<file path="config.mk">
export PLATFORM = sky130hd
export DESIGN_NAME = sprf_regfile
export DESIGN_NICKNAME = d
export VERILOG_FILES = /design/src/rtl/sprf_pkg.sv /design/src/rtl/sprf_next.sv /design/src/rtl/sprf_rdmux.sv /design/src/rtl/sprf_regfile.sv
export SDC_FILE = /design/constraint.sdc
export NUM_CORES = 1
export LEC_CHECK = 0
export BUFFER_PORTS_ARGS = -buffer_cell sky130_fd_sc_hd__clkbuf_2
export CORE_UTILIZATION = 45
export DETAILED_ROUTE_END_ITERATION = 8
export GPL_TIMING_DRIVEN = 0
export MAX_ROUTING_LAYER = met4
export PLACE_DENSITY_LB_ADDON = 0.2
export RECOVER_POWER = 25
export SYNTH_ARGS = -nofsm -noshare
export SYNTH_HDL_FRONTEND = slang
export SYNTH_SLANG_ARGS = --single-unit
export TNS_END_PERCENT = 100
</file>
<file path="constraint.sdc">
create_clock -name clk -period 2.09 [get_ports clk]
set_input_delay 0.209 -clock clk [delete_from_list [all_inputs] [get_ports clk]]
set_output_delay 0.209 -clock clk [all_outputs]
set_load 0.005 [all_outputs]
</file>
<file path="src/rtl/sprf_pkg.sv">
package sprf_pkg;
    localparam int DW    = 16;
    localparam int AW    = 4;
    localparam int NGPR  = 8;
    localparam int GIW   = $clog2(NGPR);
    localparam int SHW   = 4;
    localparam int FLW   = 4;
    localparam int IMMW  = DW - 1;
    localparam int NRD   = 2;

    typedef logic [AW-1:0] rf_addr_t;
    typedef logic [DW-1:0] rf_word_t;

    localparam rf_addr_t AD_ZERO  = rf_addr_t'(0);
    localparam rf_addr_t AD_ONES  = rf_addr_t'(1);
    localparam rf_addr_t AD_MSB   = rf_addr_t'(2);
    localparam rf_addr_t AD_SHIFT = rf_addr_t'(3);
    localparam rf_addr_t AD_NPC   = rf_addr_t'(4);
    localparam rf_addr_t AD_FLAGS = rf_addr_t'(5);
    localparam rf_addr_t AD_PIO   = rf_addr_t'(6);
    localparam rf_addr_t AD_LINK  = rf_addr_t'(7);
    localparam rf_addr_t AD_RA    = rf_addr_t'(NGPR);

    typedef struct packed {
        logic [NGPR-1:0][DW-1:0] gpr;
        logic [SHW-1:0]          sh;
        logic [DW-1:0]           npc;
        logic [FLW-1:0]          flg;
        logic [DW-1:0]           pio;
        logic [DW-1:0]           link;
    } rf_state_t;
endpackage

</file>
<file path="src/rtl/sprf_next.sv">
module sprf_next
    import sprf_pkg::*;
(
    input  rf_state_t         state_q,
    input  logic              wr_en,
    input  rf_addr_t          wr_addr,
    input  rf_word_t          wr_data,
    input  logic              ml_en,
    input  logic [IMMW-1:0]   ml_imm,
    input  rf_word_t          npc_in,
    input  logic              flag_en,
    input  logic [FLW-1:0]    flag_in,
    input  logic              link_en,
    input  rf_word_t          pio_in,
    output rf_state_t         state_d
);
    always_comb begin
        state_d     = state_q;
        state_d.npc = npc_in;
        state_d.pio = pio_in;
        if (flag_en) begin
            state_d.flg = flag_in;
        end
        if (wr_en) begin
            if (wr_addr[AW-1]) begin
                state_d.gpr[wr_addr[GIW-1:0]] = wr_data;
            end else begin
                case (wr_addr)
                    AD_SHIFT: state_d.sh   = wr_data[SHW-1:0];
                    AD_LINK:  state_d.link = wr_data;
                    default:  ;
                endcase
            end
        end
        // Immediate load outranks the port write to ra
        if (ml_en) begin
            state_d.gpr[0] = {ml_imm[IMMW-1], ml_imm};
        end
        // Link load outranks the port write to r7
        if (link_en) begin
            state_d.link = state_q.npc;
        end
    end
endmodule

</file>
<file path="src/rtl/sprf_rdmux.sv">
module sprf_rdmux
    import sprf_pkg::*;
(
    input  rf_state_t st,
    input  rf_addr_t  addr,
    output rf_word_t  data
);
    always_comb begin
        data = '0;
        if (addr[AW-1]) begin
            data = st.gpr[addr[GIW-1:0]];
        end else begin
            case (addr)
                AD_ONES:  data = '1;
                AD_MSB:   data = {1'b1, {(DW-1){1'b0}}};
                AD_SHIFT: data = {{(DW-SHW){1'b0}}, st.sh};
                AD_FLAGS: data = {{(DW-FLW){1'b0}}, st.flg};
                AD_LINK:  data = st.link;
                default:  data = '0;
            endcase
        end
    end
endmodule

</file>
<file path="src/rtl/sprf_regfile.sv">
module sprf_regfile
    import sprf_pkg::*;
(
    input  logic            clk,
    input  logic            rst_n,
    input  logic [3:0]      rd_a_addr,
    output logic [15:0]     rd_a_data,
    input  logic [3:0]      rd_b_addr,
    output logic [15:0]     rd_b_data,
    input  logic            wr_en,
    input  logic [3:0]      wr_addr,
    input  logic [15:0]     wr_data,
    input  logic            ml_en,
    input  logic [14:0]     ml_imm,
    input  logic [15:0]     npc_in,
    input  logic            flag_en,
    input  logic [3:0]      flag_in,
    input  logic            link_en,
    input  logic [15:0]     pio_in,
    output logic [15:0]     pio_q
);
    rf_state_t state_q, state_d;
    rf_addr_t  rd_addr [NRD];
    rf_word_t  rd_data [NRD];

    sprf_next i_next (
        .state_q (state_q),
        .wr_en   (wr_en),
        .wr_addr (wr_addr),
        .wr_data (wr_data),
        .ml_en   (ml_en),
        .ml_imm  (ml_imm),
        .npc_in  (npc_in),
        .flag_en (flag_en),
        .flag_in (flag_in),
        .link_en (link_en),
        .pio_in  (pio_in),
        .state_d (state_d)
    );

    always_ff @(posedge clk) begin
        if (!rst_n) state_q <= '0;
        else        state_q <= state_d;
    end

    assign rd_addr[0] = rd_a_addr;
    assign rd_addr[1] = rd_b_addr;

    // Reads see the post-edge state: write-first bypass
    for (genvar g = 0; g < NRD; g++) begin : g_rd
        sprf_rdmux i_rdmux (
            .st   (state_d),
            .addr (rd_addr[g]),
            .data (rd_data[g])
        );
    end

    assign rd_a_data = rd_data[0];
    assign rd_b_data = rd_data[1];
    assign pio_q     = state_q.pio;

    a_r2_ones_const: assert property (@(posedge clk) disable iff (!rst_n)
        (rd_b_addr == 4'd1) |-> (rd_b_data == 16'hFFFF));
    a_r3_shift_upper_zero: assert property (@(posedge clk) disable iff (!rst_n)
        (rd_a_addr == 4'd3) |-> (rd_a_data[15:4] == 12'd0));
    a_r4_hidden_zero: assert property (@(posedge clk) disable iff (!rst_n)
        (rd_a_addr == 4'd4 || rd_a_addr == 4'd6) |-> (rd_a_data == 16'd0));
    a_r5_flags_upper_zero: assert property (@(posedge clk) disable iff (!rst_n)
        (rd_b_addr == 4'd5) |-> (rd_b_data[15:4] == 12'd0));
    a_r6_link_held_npc: assert property (@(posedge clk) disable iff (!rst_n)
        ($past(link_en) && !link_en && rd_a_addr == 4'd7
         && !(wr_en && wr_addr == 4'd7)) |-> (rd_a_data == $past(state_q.npc)));
    a_r7_movelong_sext: assert property (@(posedge clk) disable iff (!rst_n)
        ($past(ml_en) && !ml_en && rd_b_addr == 4'd8
         && !(wr_en && wr_addr == 4'd8)) |-> (rd_b_data == {$past(ml_imm[14]), $past(ml_imm)}));
    a_r9_bypass_gpr: assert property (@(posedge clk) disable iff (!rst_n)
        (wr_en && wr_addr[3] && rd_a_addr == wr_addr && !(ml_en && wr_addr == 4'd8))
        |-> (rd_a_data == wr_data));
    a_r4_pio_sample: assert property (@(posedge clk) disable iff (!rst_n)
        $past(rst_n) |-> (pio_q == $past(pio_in)));
endmodule

</file>
## Word-level counts from Yosys, hierarchy flattened

Index checks and enable logic that the tools add are counted.
W data, S select, Z words.

- Magnitude comparators: 4
- Eq/ne operators: 12
- Mux-type cells: 21
- Reductions and logical operators: 1

Operator list:

| operator | count |
|---|---|
| $mux W16 | 10 |
| $pmux W16 S5 | 2 |
| $mux W132 | 1 |
| $bwmux W128 | 1 |
| $mux W128 | 1 |
| $bmux W16 S3 | 2 |
| $demux W16 S3 | 1 |
| $eq A4 B2 Y1 const B | 5 |
| $eq A4 B3 Y1 const B | 5 |
| $lt A3 B4 Y1 const B | 3 |
| $mux W4 | 3 |
| $eq A4 B1 Y1 const B | 2 |
| $ge A3 B1 Y1 const B | 1 |
| $logic_and A1 B1 Y1 | 1 |

- Flip-flop bits (word level): 184
- Output and inout bits: 48
- Logic and storage cells: 51

## Logic depth before layout (Yosys ltp)

- Word-level depth: 11
- Depth in mapped cells: 9
- Gate-level depth less buffers: 6

## By module

A second synthesis with hierarchy kept.

- Cells, all modules: 1051
- Area, all modules: 11098.1 um2

By module, submodules not included:

| module | times used | cells an instance | area each (um2) |
|---|---|---|---|
| sprf_regfile | 1 | 404 | 5161.2 |
| sprf_next | 1 | 327 | 3011.6 |
| sprf_rdmux | 2 | 160 | 1462.7 |

## Worst setup path after synthesis

OpenSTA, ideal clock, no wires.

- Path kind: input port to output port
- Start: input port wr_en
- End: output port rd_a_data[6]
- Arrival time: 1.728 ns
- Data required time: 1.881 ns
- Setup slack: 0.153 ns
- Stages on the path: 8
- Buffers on the path: 2
- Cells stage by stage: buf_4 -> and4_1 -> buf_2 -> mux2i_1 -> o221ai_1 -> o221a_2 -> a2111oi_0 -> a211o_1

- Word-level cells in the longest chain between the ends: 5
- Elaborated cells on any way between the ends: 8
- Those cells by class: mux (8)

Ends and longest elaborated chain:

| item | RTL line | text |
|---|---|---|
| start, declared | sprf_regfile.sv:10 | `input logic wr_en,` |
| $mux W132 | sprf_next.sv:24 | `if (wr_en) begin` |
| $mux W16 | sprf_next.sv:36 | `if (ml_en) begin` |
| $bmux W16 S3 | sprf_rdmux.sv:11 | `data = st.gpr[addr[GIW-1:0]];` |
| $mux W16 (not written as such) | sprf_rdmux.sv:11 |  |
| $mux W16 * | sprf_rdmux.sv:10 | `if (addr[AW-1]) begin` |
| end, declared | sprf_regfile.sv:7 | `output logic [15:0] rd_a_data,` |

Mark *: on every way between the ends. The rest lies on a longest branch, timed or not. The select of a mux whose other input is x is not followed.

## Worst setup path after layout

- Start: input port rd_b_addr[0]
- End: output port rd_b_data[14]

- Word-level cells in the longest chain between the ends: 3
- Elaborated cells on any way between the ends: 9
- Those cells by class: eq/ne (5); mux (4)

Ends and longest elaborated chain:

| item | RTL line | text |
|---|---|---|
| start, declared | sprf_regfile.sv:8 | `input logic [3:0] rd_b_addr,` |
| $eq A4 B3 Y1 (tied with other cells) | sprf_rdmux.sv:13 | `case (addr)` |
| $pmux W16 S5 or $mux W16 (tied branches) | sprf_rdmux.sv:13, sprf_rdmux.sv:11 |  |
| $mux W16 * | sprf_rdmux.sv:10 |  |
| end, declared | sprf_regfile.sv:9 | `output logic [15:0] rd_b_data,` |

Marked as above.

==> impl_metrics.toml <==
[setup_path]
crit_required_ns = 1.88
reg2reg_depth = 3
timing.rr.end = "state_q[15]"
path_class = "input port to primary output"
reg2reg_from = "state_q[15]"
crit_start = "rd_b_addr[0]"
path_max_fanout = 10
crit_path_end_kind = "primary output"
worst_ep_arrival_time_ns = 2.44
rrSetupSlack_ns = 0.98
crit_path_start_kind = "input port"

[global_routing]
grt.total_usage_pct = 52.3
grt_pass1_vias = 13200
grt_overflow_total = 0
grt_max_degree = 19
antenna_found_initial = 1
grt_first_pass_wirelength_um = 89500

[final_layout]
stdcell_count = 2116
drive_gt1_share_pct = 39.9
n_fill_cell = 1856
multi_input_area_um2 = 8580
syn_to_final_growth_pct = 53.1
layout.nets = 1868
regArea_um2 = 3680
final_area_um2 = 16900

[pwr]
vdd.ir_drop.worst_uv = 438
seq_power_share_pct = 37.7
combPwrFrac_pct = 27.1
p_int_mw = 6.25
power_switching_mw = 3.45
pwr-share-clk_pct = 35.2
power.density_nw_per_um2 = 574
switching_share_pct = 35.5
p_leak_nw = 6.52

[yosys]
ys_seq_area_share_pct = 33.4
synth-edff-count = 0
yosysTopAreaCellShare_pct = 33.4
synth_area_leaders = "dfxtp_1, nand2_1, a21oi_1"
synthFlopType = "dfxtp_1"
synth_commonest_cells = "nand2_1, dfxtp_1, nor2_1"
ys_types = 75
ys_ff_latch = 184
synth_area_um2 = 11000
synthCells = 1478
postSynthAreaPerCell_um2 = 7.46
syn_nets = 1563
yosysMostFrequentCell = "nand2_1"
ys_async_sr_fraction_pct = 0
yosysTopAreaCell = "dfxtp_1"
synth_warnings = 0

[routing]
ant_nets = 0
drt_wl_total_um = 66300
route.vias.total = 14800
avgViaCountPerCell = 6.97
firstDrtPassIters = 9
drcViolationCount = 0
wl_per_cell_um = 31.3
dr.first_iter.drc_count = 2584

[timing]
max_freq_mhz = 377
report.final.slew_viol_count = 0
whs_ns = 0.0461
hold_violations = 0
slew_headroom_pct = 26.9
setup_viol = 32
tns_ns = -8.02
fin_skew_ns = 0.00620
tightest_slew_ns = 1.10
fin_crit_sh_pct = 127
worst_slack_ns = -0.562
period_minus_slack_ns = 2.65
grt_setup_unrepaired = "yes"

[clocking]
cts_max_level = 4
cts_root_buffer = "clkbuf_16"
cts_buffers = 17
clk_latency_ns = 0.45
max-clock-path-buffers = 2
cts_tree = "done"
clk_pin_slew_ns = 0.08
clock-sinks = 184

[die]
ioPinCount = 133
die_w_um = 159
die_area_um2 = 25100
start_util_pct = 46.4
fp.dieH_um = 159
rows = 56
coreArea_um2 = 23800

[worst_hold_path]
hp-class = "input port to flip-flop"
min_to = "state_q[69]"
min_path_cells = 3
hp-start = "ml_imm[13]"

[placed_design]
place_congestion = 1.07
port_buffers = 122
hpwl_um = 44700
postPlaceCellArea_um2 = 12000
place_ws_ns = -1.31
dp_cells = 1919

[status]
run_status = "finished with violations"
violations = "setup timing"

[run]
maxCapViolCount = 0
-- critical path, stage by stage --
cell and delay [ns]:
clkbuf_2 0.20, clkbuf_4 0.32, clkbuf_2 0.58, o211ai_1 0.58
a32oi_1 0.40, buf_2 0.15
-- metrics by stage --
step	power, mW	utilization, %
after global routing	9.81	71.1
after detailed placement	5.40	50.7
final	9.70	71.1
after CTS	9.23	66.0
after global placement	5.39	50.7
after floorplan	4.63	-
-- placed cells by master (no fill, tap or decap), types with 16 or more instances in the layout --
cell type      netlist  layout
a21oi_1            129     104
a21oi_2              0      18
a31oi_1             28      23
and2_0               0      21
and2_1              56      33
buf_12               0      16
buf_4               20     113
buf_6                1      42
buf_8                0      17
clkbuf_1            99      38
clkbuf_16            0      24
clkbuf_2             2     135
clkbuf_4             0      20
dfxtp_1            184     183
dlygate4sd3_1        0      32
mux2i_1             59      37
mux2i_4              0      16
nand2_1            242     221
nand2b_1            20      17
nor2_1             132     120
nor3_1              46      20
nor3_2               0      17
o211ai_1            17      17
o21ai_0             76      29
o21ai_1              3      25
o21ai_2              3      18
o22ai_1             29      16
-- how the worst max path moves through the flow --
stage	cells past startpoint	to
2_1_floorplan	8	rd_a_data[6]
3_3_place_gp	10	rd_b_data[13]
3_5_place_dp	10	rd_b_data[13]
4_1_cts	10	rd_b_data[15]
5_1_grt	10	rd_b_data[14]
6_report	6	rd_b_data[14]
-- flip-flops by register name, summed over array words and instances, names as in the netlist --
name	flops
state_q	168
pio_q	16
-- logic make-up (layout without fill, tap and decap cells) --
logic type / Yosys count / after routing / synth area share [%]
simple gates: 570 / 571 / 23.7
compound gates: 482 / 482 / 29.5
flops: 184 / 184 / 33.4
buf+inv: 172 / 489 / 6.95
mux: 68 / 68 / 6.27
xor+xnor: 2 / 2 / 0.159
other cells: 0 / 1 / 0
-- what timing repair did --
| action | in CTS | in global routing |
|---|---|---|
| hold buffers | 32 | 0 |
| setup buffers | 91 | 38 |
| pin swaps | 100 | 82 |
| endpoints found under the setup margin | 32 | 32 |
| gates resized for setup | 520 | 185 |
| hold endpoints to repair | 32 | 0 |
| gates cloned | 4 | 4 |
-- power groups by stage --
| stage | registers [mW] | clock network (mW) | logic [mW] |
|---|---|---|---|
| after floorplan | 3.71 | 0 | 0.915 |
| after global placement | 3.73 | 0 | 1.67 |
| after detailed placement | 3.73 | 0 | 1.67 |
| after CTS | 3.65 | 3.36 | 2.22 |
| after global routing | 3.67 | 3.49 | 2.65 |
| final | 3.66 | 3.41 | 2.63 |
-- final cells by class --
type,count,area share (%)
Multi-Input combinational cell,1123,50.8
Sequential cell,184,21.8
Timing Repair Buffer,289,14.0
Buffer,152,7.12
Clock buffer,19,2.68
Tap cell,319,2.36
Clock inverter,13,0.741
Inverter,16,0.511
Antenna cell,1,0.0148
-- metal layers --
layer / share of wire (%) / routed length [µm] / up-vias / GRT usage (%)
met1: 35 / 23200 / 6939 / 63.0
met3: 16 / 10600 / 414 / 18.3
li1: - / - / 5984 / -
met4: 9.0 / 5960 / 0 / 38.5
met5: 0 / 0 / - / -
met2: 40 / 26500 / 1421 / 71.4
Note: power is estimated with default switching activity, not from simulation.
